--- src/rtl/adc_host_seq.sv ---
module adc_host_seq #(
  parameter int         DIV     = 4,
  parameter int         TAG_W   = 4,
  parameter logic [7:0] OP_CAL    = 8'h20,
  parameter logic [7:0] OP_STATUS = 8'h30,
  parameter int         CAL_BIT = 0
) (
  input  logic             clk,
  input  logic             rst_n,
  input  logic             cmd_valid,
  input  logic [1:0]       cmd_kind,
  input  logic [7:0]       cmd_code,
  input  logic [1:0]       cmd_len,
  input  logic             cmd_sign,
  input  logic [TAG_W-1:0] cmd_tag,
  input  logic             cs_hold,
  output logic             busy,
  output logic             rsp_valid,
  output logic [16:0]      rsp_data,
  output logic [TAG_W-1:0] rsp_tag,
  output logic             rsp_conv,
  output logic             adc_cs_n,
  output logic             adc_sclk,
  output logic             adc_di,
  input  logic             adc_do,
  input  logic             adc_eoc
);
  localparam int WW = 17;
  localparam int DW = (DIV < 2) ? 1 : $clog2(DIV);
  localparam logic [1:0] K_INIT = 2'd0;
  localparam logic [1:0] K_CONV = 2'd1;

  typedef enum logic [1:0] {S_IDLE = 2'd0, S_WAIT = 2'd1, S_XFER = 2'd2, S_GAP = 2'd3} st_t;

  st_t              st;
  logic [DW-1:0]    div_cnt;
  logic [1:0]       kind, nlen, len_code, step;
  logic             nsign, sign, hold_r, done, conv_pend, have_conv;
  logic [TAG_W-1:0] tag_r, last_tag;
  logic [WW-1:0]    sh_out, sh_in, word;
  logic [4:0]       bit_cnt, base, nbits;
  logic             tick;

  assign tick  = (div_cnt == DW'(DIV - 1));
  assign base  = (len_code == 2'd0) ? 5'd8 : (len_code == 2'd1) ? 5'd12 : 5'd16;
  assign nbits = base + {4'd0, sign};
  assign word  = sh_in & ((WW'(1) << nbits) - WW'(1));
  assign busy  = (st != S_IDLE);
  assign adc_di = (st == S_XFER) & sh_out[WW-1];

  always_ff @(posedge clk or negedge rst_n) begin
    if (!rst_n) begin
      st        <= S_IDLE;
      div_cnt   <= '0;
      kind      <= K_INIT;
      nlen      <= 2'd1;
      nsign     <= 1'b1;
      len_code  <= 2'd1;
      sign      <= 1'b1;
      step      <= 2'd0;
      hold_r    <= 1'b0;
      done      <= 1'b0;
      conv_pend <= 1'b0;
      have_conv <= 1'b0;
      tag_r     <= '0;
      last_tag  <= '0;
      sh_out    <= '0;
      sh_in     <= '0;
      bit_cnt   <= '0;
      rsp_valid <= 1'b0;
      rsp_data  <= '0;
      rsp_tag   <= '0;
      rsp_conv  <= 1'b0;
      adc_cs_n  <= 1'b1;
      adc_sclk  <= 1'b0;
    end else begin
      rsp_valid <= 1'b0;
      if (st == S_XFER || st == S_GAP) div_cnt <= tick ? '0 : div_cnt + 1'b1;
      else                             div_cnt <= '0;

      case (st)
        S_IDLE: if (cmd_valid) begin
          kind   <= cmd_kind;
          tag_r  <= cmd_tag;
          nlen   <= cmd_len;
          nsign  <= cmd_sign;
          hold_r <= cs_hold;
          step   <= 2'd0;
          done   <= 1'b0;
          sh_out <= {(cmd_kind == K_INIT) ? OP_CAL : cmd_code, 9'd0};
          if (!cs_hold) adc_cs_n <= 1'b1;
          st     <= S_WAIT;
        end

        S_WAIT: if (!conv_pend || adc_eoc) begin
          st        <= S_XFER;
          adc_cs_n  <= 1'b0;
          conv_pend <= 1'b0;
          bit_cnt   <= '0;
          adc_sclk  <= 1'b0;
        end

        S_XFER: if (tick) begin
          if (!adc_sclk) begin
            adc_sclk <= 1'b1;
            sh_in    <= {sh_in[WW-2:0], adc_do};
          end else begin
            adc_sclk <= 1'b0;
            sh_out   <= sh_out << 1;
            bit_cnt  <= bit_cnt + 5'd1;
            if (bit_cnt == nbits - 5'd1) begin
              st       <= S_GAP;
              adc_cs_n <= !hold_r;
              if (kind == K_INIT) begin
                have_conv <= 1'b0;
                sh_out    <= {OP_STATUS, 9'd0};
                if (step != 2'd2) step <= step + 2'd1;
                else if (!word[CAL_BIT]) begin
                  done     <= 1'b1;
                  rsp_data <= word;
                  rsp_conv <= 1'b0;
                  rsp_tag  <= last_tag;
                end
              end else begin
                done     <= 1'b1;
                rsp_data <= word;
                rsp_conv <= have_conv;
                rsp_tag  <= last_tag;
                sign     <= nsign;
                if (kind == K_CONV) begin
                  len_code  <= nlen;
                  last_tag  <= tag_r;
                  have_conv <= 1'b1;
                  conv_pend <= 1'b1;
                end
              end
            end
          end
        end

        S_GAP: if (tick) begin
          if (done) begin
            st        <= S_IDLE;
            rsp_valid <= 1'b1;
          end else begin
            st <= S_WAIT;
          end
        end

        default: st <= S_IDLE;
      endcase
    end
  end
endmodule


--- config.mk ---
export PLATFORM = sky130hd
export DESIGN_NAME = adc_host_seq
export DESIGN_NICKNAME = d
export VERILOG_FILES = /design/src/rtl/adc_host_seq.sv
export SDC_FILE = /design/constraint.sdc
export NUM_CORES = 1
export LEC_CHECK = 0
export BUFFER_PORTS_ARGS = -buffer_cell sky130_fd_sc_hd__buf_2
export CAP_MARGIN = 10
export CORE_MARGIN = 4
export CORE_UTILIZATION = 60
export CTS_BUF_LIST = sky130_fd_sc_hd__clkbuf_4 sky130_fd_sc_hd__clkbuf_8
export DETAILED_ROUTE_END_ITERATION = 12
export MAX_ROUTING_LAYER = met4
export PLACE_DENSITY = 0.9
export SETUP_SLACK_MARGIN = 0.1
export SYNTH_ARGS = -nofsm -noshare
export SYNTH_HDL_FRONTEND = slang
export SYNTH_SLANG_ARGS = --single-unit
export TNS_END_PERCENT = 100
--- constraint.sdc ---
create_clock -name clk -period 2.9 [get_ports clk]
set_input_delay 0.435 -clock clk [delete_from_list [all_inputs] [get_ports clk]]
set_output_delay 0.435 -clock clk [all_outputs]
set_load 0.01 [all_outputs]
Yosys cells after proc, flatten, opt, wreduce, memory -nomap -nowiden

Cells that the tools add are included.

Register bits after elaboration: 90
Output and inout bits: 27
Word-level logic and storage cells: 151

$add $sub $neg: 6
Eq/ne operators: 23
Shift-type cells: 1
Muxes and demuxes: 67
Bitwise operators: 4
Reductions and logical operators: 27

Operator list:

| operator                                                             | number |
|---|---|
| 17-bit two-way mux                                                   | 8 |
| 17-bit case mux with 2 select lines                                  | 1 |
| 1-bit two-way mux                                                    | 28 |
| 2-bit two-way mux                                                    | 14 |
| 7-bit AND reduction                                                  | 4 |
| 5-bit two-way mux                                                    | 5 |
| 2-bit != test, second input constant                                 | 10 |
| 6-bit AND reduction                                                  | 3 |
| 17-bit bitwise AND                                                   | 1 |
| 1-bit by 5-bit << shifter with 17-bit output, first input constant   | 1 |
| 17-bit by 1-bit subtractor with 17-bit output, second input constant | 1 |
| 4-bit two-way mux                                                    | 3 |
| 5-bit case mux with 2 select lines                                   | 1 |
| 5-bit AND reduction                                                  | 2 |
| 2-bit logical NOT                                                    | 4 |
| 8-bit two-way mux                                                    | 1 |
| 2-bit by 1-bit != test with 1-bit output, second input constant      | 4 |
| 2-bit case mux with 4 select lines                                   | 1 |
| 4-bit AND reduction                                                  | 2 |
| 2-bit nonzero test                                                   | 4 |
| 2-bit by 1-bit == test with 1-bit output, second input constant      | 3 |
| 2-bit == test, second input constant                                 | 3 |
| 3-bit != test, second input constant                                 | 2 |
| 1-bit case mux with 2 select lines                                   | 3 |
| other kinds (14)                                                     | 19 |

Depth between registers and ports, before layout

Depth after elaboration: 14
Gate-level depth with buffers: 9
Mapped depth without buffers: 6

Worst setup path after synthesis

No wires, ideal clock.

Kind: reg2reg
From: register len_code[1]
To: register last_tag[0]
Arrival time: 2559 ps
Data required time: 2775 ps
Setup slack: 216 ps
Cell stages (with the launch flop): 9
Path buffers: 2
Clock period less this slack: 2684 ps
Cell sequence: dfrtp_1 -> clkbuf_1 -> nand2b_1 -> ha_1 -> xnor2_1 -> or3_4 -> or4_1 -> buf_2 -> mux2_4

Longest elaborated chain between the ends: 7
Elaborated cells on any way between the ends: 8

RTL lines:

| item                                          | line | RTL |
|---|---|---|
| start, declared                               | 37   | `logic [1:0] kind, nlen, len_code, step;` |
| start signal, assigned                        | 131  | `len_code <= nlen;` |
| 2-bit by 1-bit == test with 1-bit output      | 45   | `assign base = (len_code == 2'd0) ? 5'd8 : (len_code == 2'd1) ? 5'd12 : 5'd16;` |
| 5-bit two-way mux                             | 45   |  |
| 5-bit two-way mux *                           | 45   |  |
| 5-bit by 1-bit adder with 5-bit output *      | 46   | `assign nbits = base + {4'd0, sign};` |
| 5-bit by 1-bit subtractor with 5-bit output * | 111  | `if (bit_cnt == nbits - 5'd1) begin` |
| 5-bit == test *                               | 111  |  |
| 6-bit AND reduction (no source line) *        | -    |  |
| end signal, assigned                          | 132  | `last_tag <= tag_r;` |
| end, declared                                 | 39   | `logic [TAG_W-1:0] tag_r, last_tag;` |

Every way passes the cells marked *; elsewhere a longest branch is shown, timed or not.
A chain may end at the register's enable or synchronous reset.

Worst setup path after layout

From: register len_code[0]
To: register rsp_data[5]

Longest elaborated chain between the ends: 10
Elaborated cells on any way between the ends: 15

RTL lines:

| item                                          | line | RTL |
|---|---|---|
| 2-bit by 1-bit == test with 1-bit output      | 45   |  |
| 5-bit two-way mux                             | 45   |  |
| 5-bit two-way mux *                           | 45   |  |
| 5-bit by 1-bit adder with 5-bit output *      | 46   |  |
| 1-bit by 5-bit << shifter with 17-bit output  | 47   | `assign word = sh_in & ((WW'(1) << nbits) - WW'(1));` |
| 17-bit by 1-bit subtractor with 17-bit output | 47   |  |
| 17-bit bitwise AND                            | 47   |  |
| 17-bit two-way mux                            | 118  | `else if (!word[CAL_BIT]) begin` |
| 17-bit two-way mux                            | 117  | `if (step != 2'd2) step <= step + 2'd1;` |
| 17-bit two-way mux                            | 114  | `if (kind == K_INIT) begin` |
| end signal, assigned                          | 120  | `rsp_data <= word;` |
| end signal, assigned                          | 126  | `rsp_data <= word;` |
| end, declared                                 | 19   | `output logic [16:0] rsp_data,` |

Every way passes the cells marked *; elsewhere a longest branch is shown, timed or not. The select of a mux whose other input is x is not followed.

==> flow_metrics.py <==
metrics = {
    "run_status": {
        "status": "complete, no violations",
    },
    "power": {
        "power_mw": 3.40,
        "vdd_drop_max_v": 0.000450,
        "clkPwrFrac_pct": 25.3,
        "power_density_nw_per_um2": 750,
        "p_int_mw": 2.20,
        "p_sw_share_pct": 35.4,
        "p_leak_nw": 2.17,
        "p_switching_mw": 1.21,
        "p_comb_share_pct": 31.3,
        "pwr-share-seq_pct": 43.5,
    },
    "global_route": {
        "antenna_found_initial": 0,
        "grt_pass1_wl_um": 13200,
        "grt_util_all_layers_pct": 22.2,
        "grt_max_degree": 82,
        "gr-total-overflow": 0,
        "grt_pass1_vias": 2818,
    },
    "clock_network": {
        "h-tree-depth": 3,
        "cts.sinks": 81,
        "cts-root-buf": "clkbuf_8",
        "cts_hold_buf": 0,
        "cts_tree": "yes",
        "cts_setup_buffers": 0,
        "clk_pin_slew_worst_paths_ns": 0.09,
        "worstSkewPairLatency_ns": 0.35,
        "cts.path.max_buffers": 2,
        "numCtsBuffers": 9,
    },
    "sta": {
        "fmax_ghz": 0.377,
        "period_minus_slack_ns": 2.66,
        "drv_slew": 0,
        "setup_tns_ns": 0,
        "rsz0062_at_grt": "no",
        "finalHoldViolCount": 0,
        "setup_violations": 0,
        "finalCritPeriodShare_pct": 91.6,
        "maxSlewHeadroom_pct": 34.8,
        "worst_pin_slew_ns": 0.978,
        "fin_skew_ns": 0.00885,
    },
    "synth": {
        "synth_edf_count": 0,
        "syn_inst": 346,
        "ys_async_sr_fraction_pct": 100,
        "synth-seq-area-share_pct": 51.6,
        "ys_seq_elements": 81,
        "ys_types": 58,
        "yosysWarnings": 0,
        "synth_ff_type": "dfrtp_1",
        "syn_area_sq_um": 3940,
        "syn_area_per_cell_sq_um": 11.4,
    },
    "finish": {
        "nFillCells": 457,
        "antennaDiodeCount": 0,
        "final_cell_mix": "dfrtp_1, buf_2, inv_1, nand2_1, mux2_1",
        "layout_commonest_cell": "dfrtp_1",
        "final_net_count": 435,
        "final_cell_area_sq_um": 4530,
        "areaGrowthSynthToFinish_pct": 15.2,
        "drive_gt1_share_pct": 27.7,
    },
    "route": {
        "wirelength_um": 7830,
        "drcViolationCount": 0,
        "drt-initial-drc-count": 193,
        "drtAntennaViolNets": 0,
        "drt_first_pass_iters": 4,
        "vias": 2822,
        "vias_per_cell": 5.85,
        "wl_per_cell_um": 16.2,
    },
    "critical_path": {
        "r2r_setup_slack_ns": 0.24,
        "cp-start-kind": "flip-flop",
        "path_max_fanout": 17,
        "worst-setup-path-type": "reg -> reg",
        "crit_required_ns": 3.14,
        "r2r-end": "rsp_data[5]",
        "worst_r2r_path_depth": 7,
        "worst_setup_path_end_kind": "flip-flop",
        "r2r_start": "len_code[0]",
        "arrival_ns": 2.90,
    },
    "die": {
        "die_y_um": 89.0,
        "die_x_um": 89.0,
        "floorplan.initialDensity_pct": 62.0,
        "design.core.area_sq_um": 6350,
        "io_pins": 50,
        "die-area_sq_um": 7920,
        "rows": 29,
    },
    "min_path": {
        "hp-class": "in -> async",
    },
    "placed_design": {
        "hpwl_um": 5460,
        "placed_area_sq_um": 4320,
        "place_congestion": 0.876,
        "io_buffers": 49,
    },
    "run": {
        "drv_cap": 0,
    },
}
==> sequential cells by signal, indices dropped and copies added, names as in the netlist, 2 cells and up <==
signal and cells:
rsp_tag 4, sh_in 17, last_tag 4, kind 2, bit_cnt 5, sh_out 8
len_code 2, rsp_data 17, st 2, div_cnt 2, nlen 2, step 2
tag_r 4
==> critical path: stages (launching register included) <==
cell and delay, ns:
dfstp_2 0.59, nand2b_1 0.13, ha_1 0.31, xnor2_1 0.15, or3_4 0.41, nor4_4 0.39
buf_12 0.22, mux2_1 0.34
==> repair_timing <==
action	CTS	global route
endpoints found under the setup margin	2	1
endpoints found under the hold margin	0	0
cloned	0	0
resized for setup	1	1
==> how the worst max path moves through the flow <==
stage / slack, ns / depth (start not counted) / to / start
after floorplan: 0.22 / 8 / last_tag[0] / len_code[1]
after detailed placement: 0.11 / 6 / last_tag[1] / len_code[0]
after global routing: 0.12 / 7 / rsp_data[1] / len_code[0]
after global placement: 0.20 / 6 / len_code[1] / len_code[0]
final: 0.24 / 7 / rsp_data[5] / len_code[0]
after CTS: 0.24 / 7 / rsp_data[5] / len_code[0]
==> logic make-up (layout without fill, tap and decap cells) <==
group | Yosys count | in the layout | share of synthesized area (%)
flops | 81 | 81 | 51.6
mux | 60 | 60 | 17.2
other cells | 1 | 2 | 0.0952
simple gates | 87 | 87 | 11.7
buf+inv | 44 | 102 | 4.35
xor+xnor | 6 | 6 | 1.68
compound gates | 55 | 55 | 9.50
fa+ha+maj | 12 | 12 | 3.81
==> Yosys cell counts, types with 5 or more instances <==
cell      instances  share of area, %
dfrtp_1          76                48
inv_1            24               2.3
nand2_1          20               1.9
mux2_1           19               5.4
a21oi_1          18               2.3
mux2_2           18               5.1
mux2i_1          17               4.3
nor2_1           15               1.4
clkbuf_1         13               1.2
ha_1             12               3.8
nand2b_1          8               1.3
nand3_1           8               1.0
nor3_1            7              0.89
o311ai_1          7               1.6
mux2_4            6               2.3
nor2b_1           6              0.95
o21ai_0           6              0.76
dfstp_2           5               3.3
==> per-stage QoR <==
step	setup WS (ns)	util (%)	std cells	hold slack, ns
floorplan	0.216	-	347	0.139
global placement	0.202	68.0	466	0.428
detailed placement	0.115	68.0	466	0.437
CTS	0.239	71.3	482	0.264
global route	0.122	71.4	482	0.289
finish	0.245	71.4	482	0.238
==> routing by layer <==
metal,vias to the layer above,track usage [%],part of all wire (%)
met2,82,35.8,50
met4,0,7.85,1.3
met1,1393,27.7,44
li1,1338,-,-
met5,-,-,0
met3,9,5.16,4.2
==> power groups by stage <==
stage	Clock, mW	Combinational, mW	Sequential (mW)
6_report	0.860	1.06	1.48
2_1_floorplan	0	0.770	1.46
5_1_grt	0.933	1.19	1.50
3_3_place_gp	0	1.01	1.48
4_1_cts	0.881	1.06	1.48
3_5_place_dp	0	1.05	1.50
==> final cells by class <==
| cell class | count | area, sq um | area share, % |
|---|---|---|---|
| clock buffer | 9 | 124 | 2.73 |
| clock inverter | 7 | 86.3 | 1.90 |
| inverter | 26 | 97.6 | 2.15 |
| multi-input combinational | 222 | 1750 | 38.7 |
| sequential | 81 | 2030 | 44.8 |
| tap | 77 | 96.3 | 2.12 |
| timing repair buffer | 60 | 343 | 7.56 |
No activity file was read; power rests on OpenSTA's default activity.
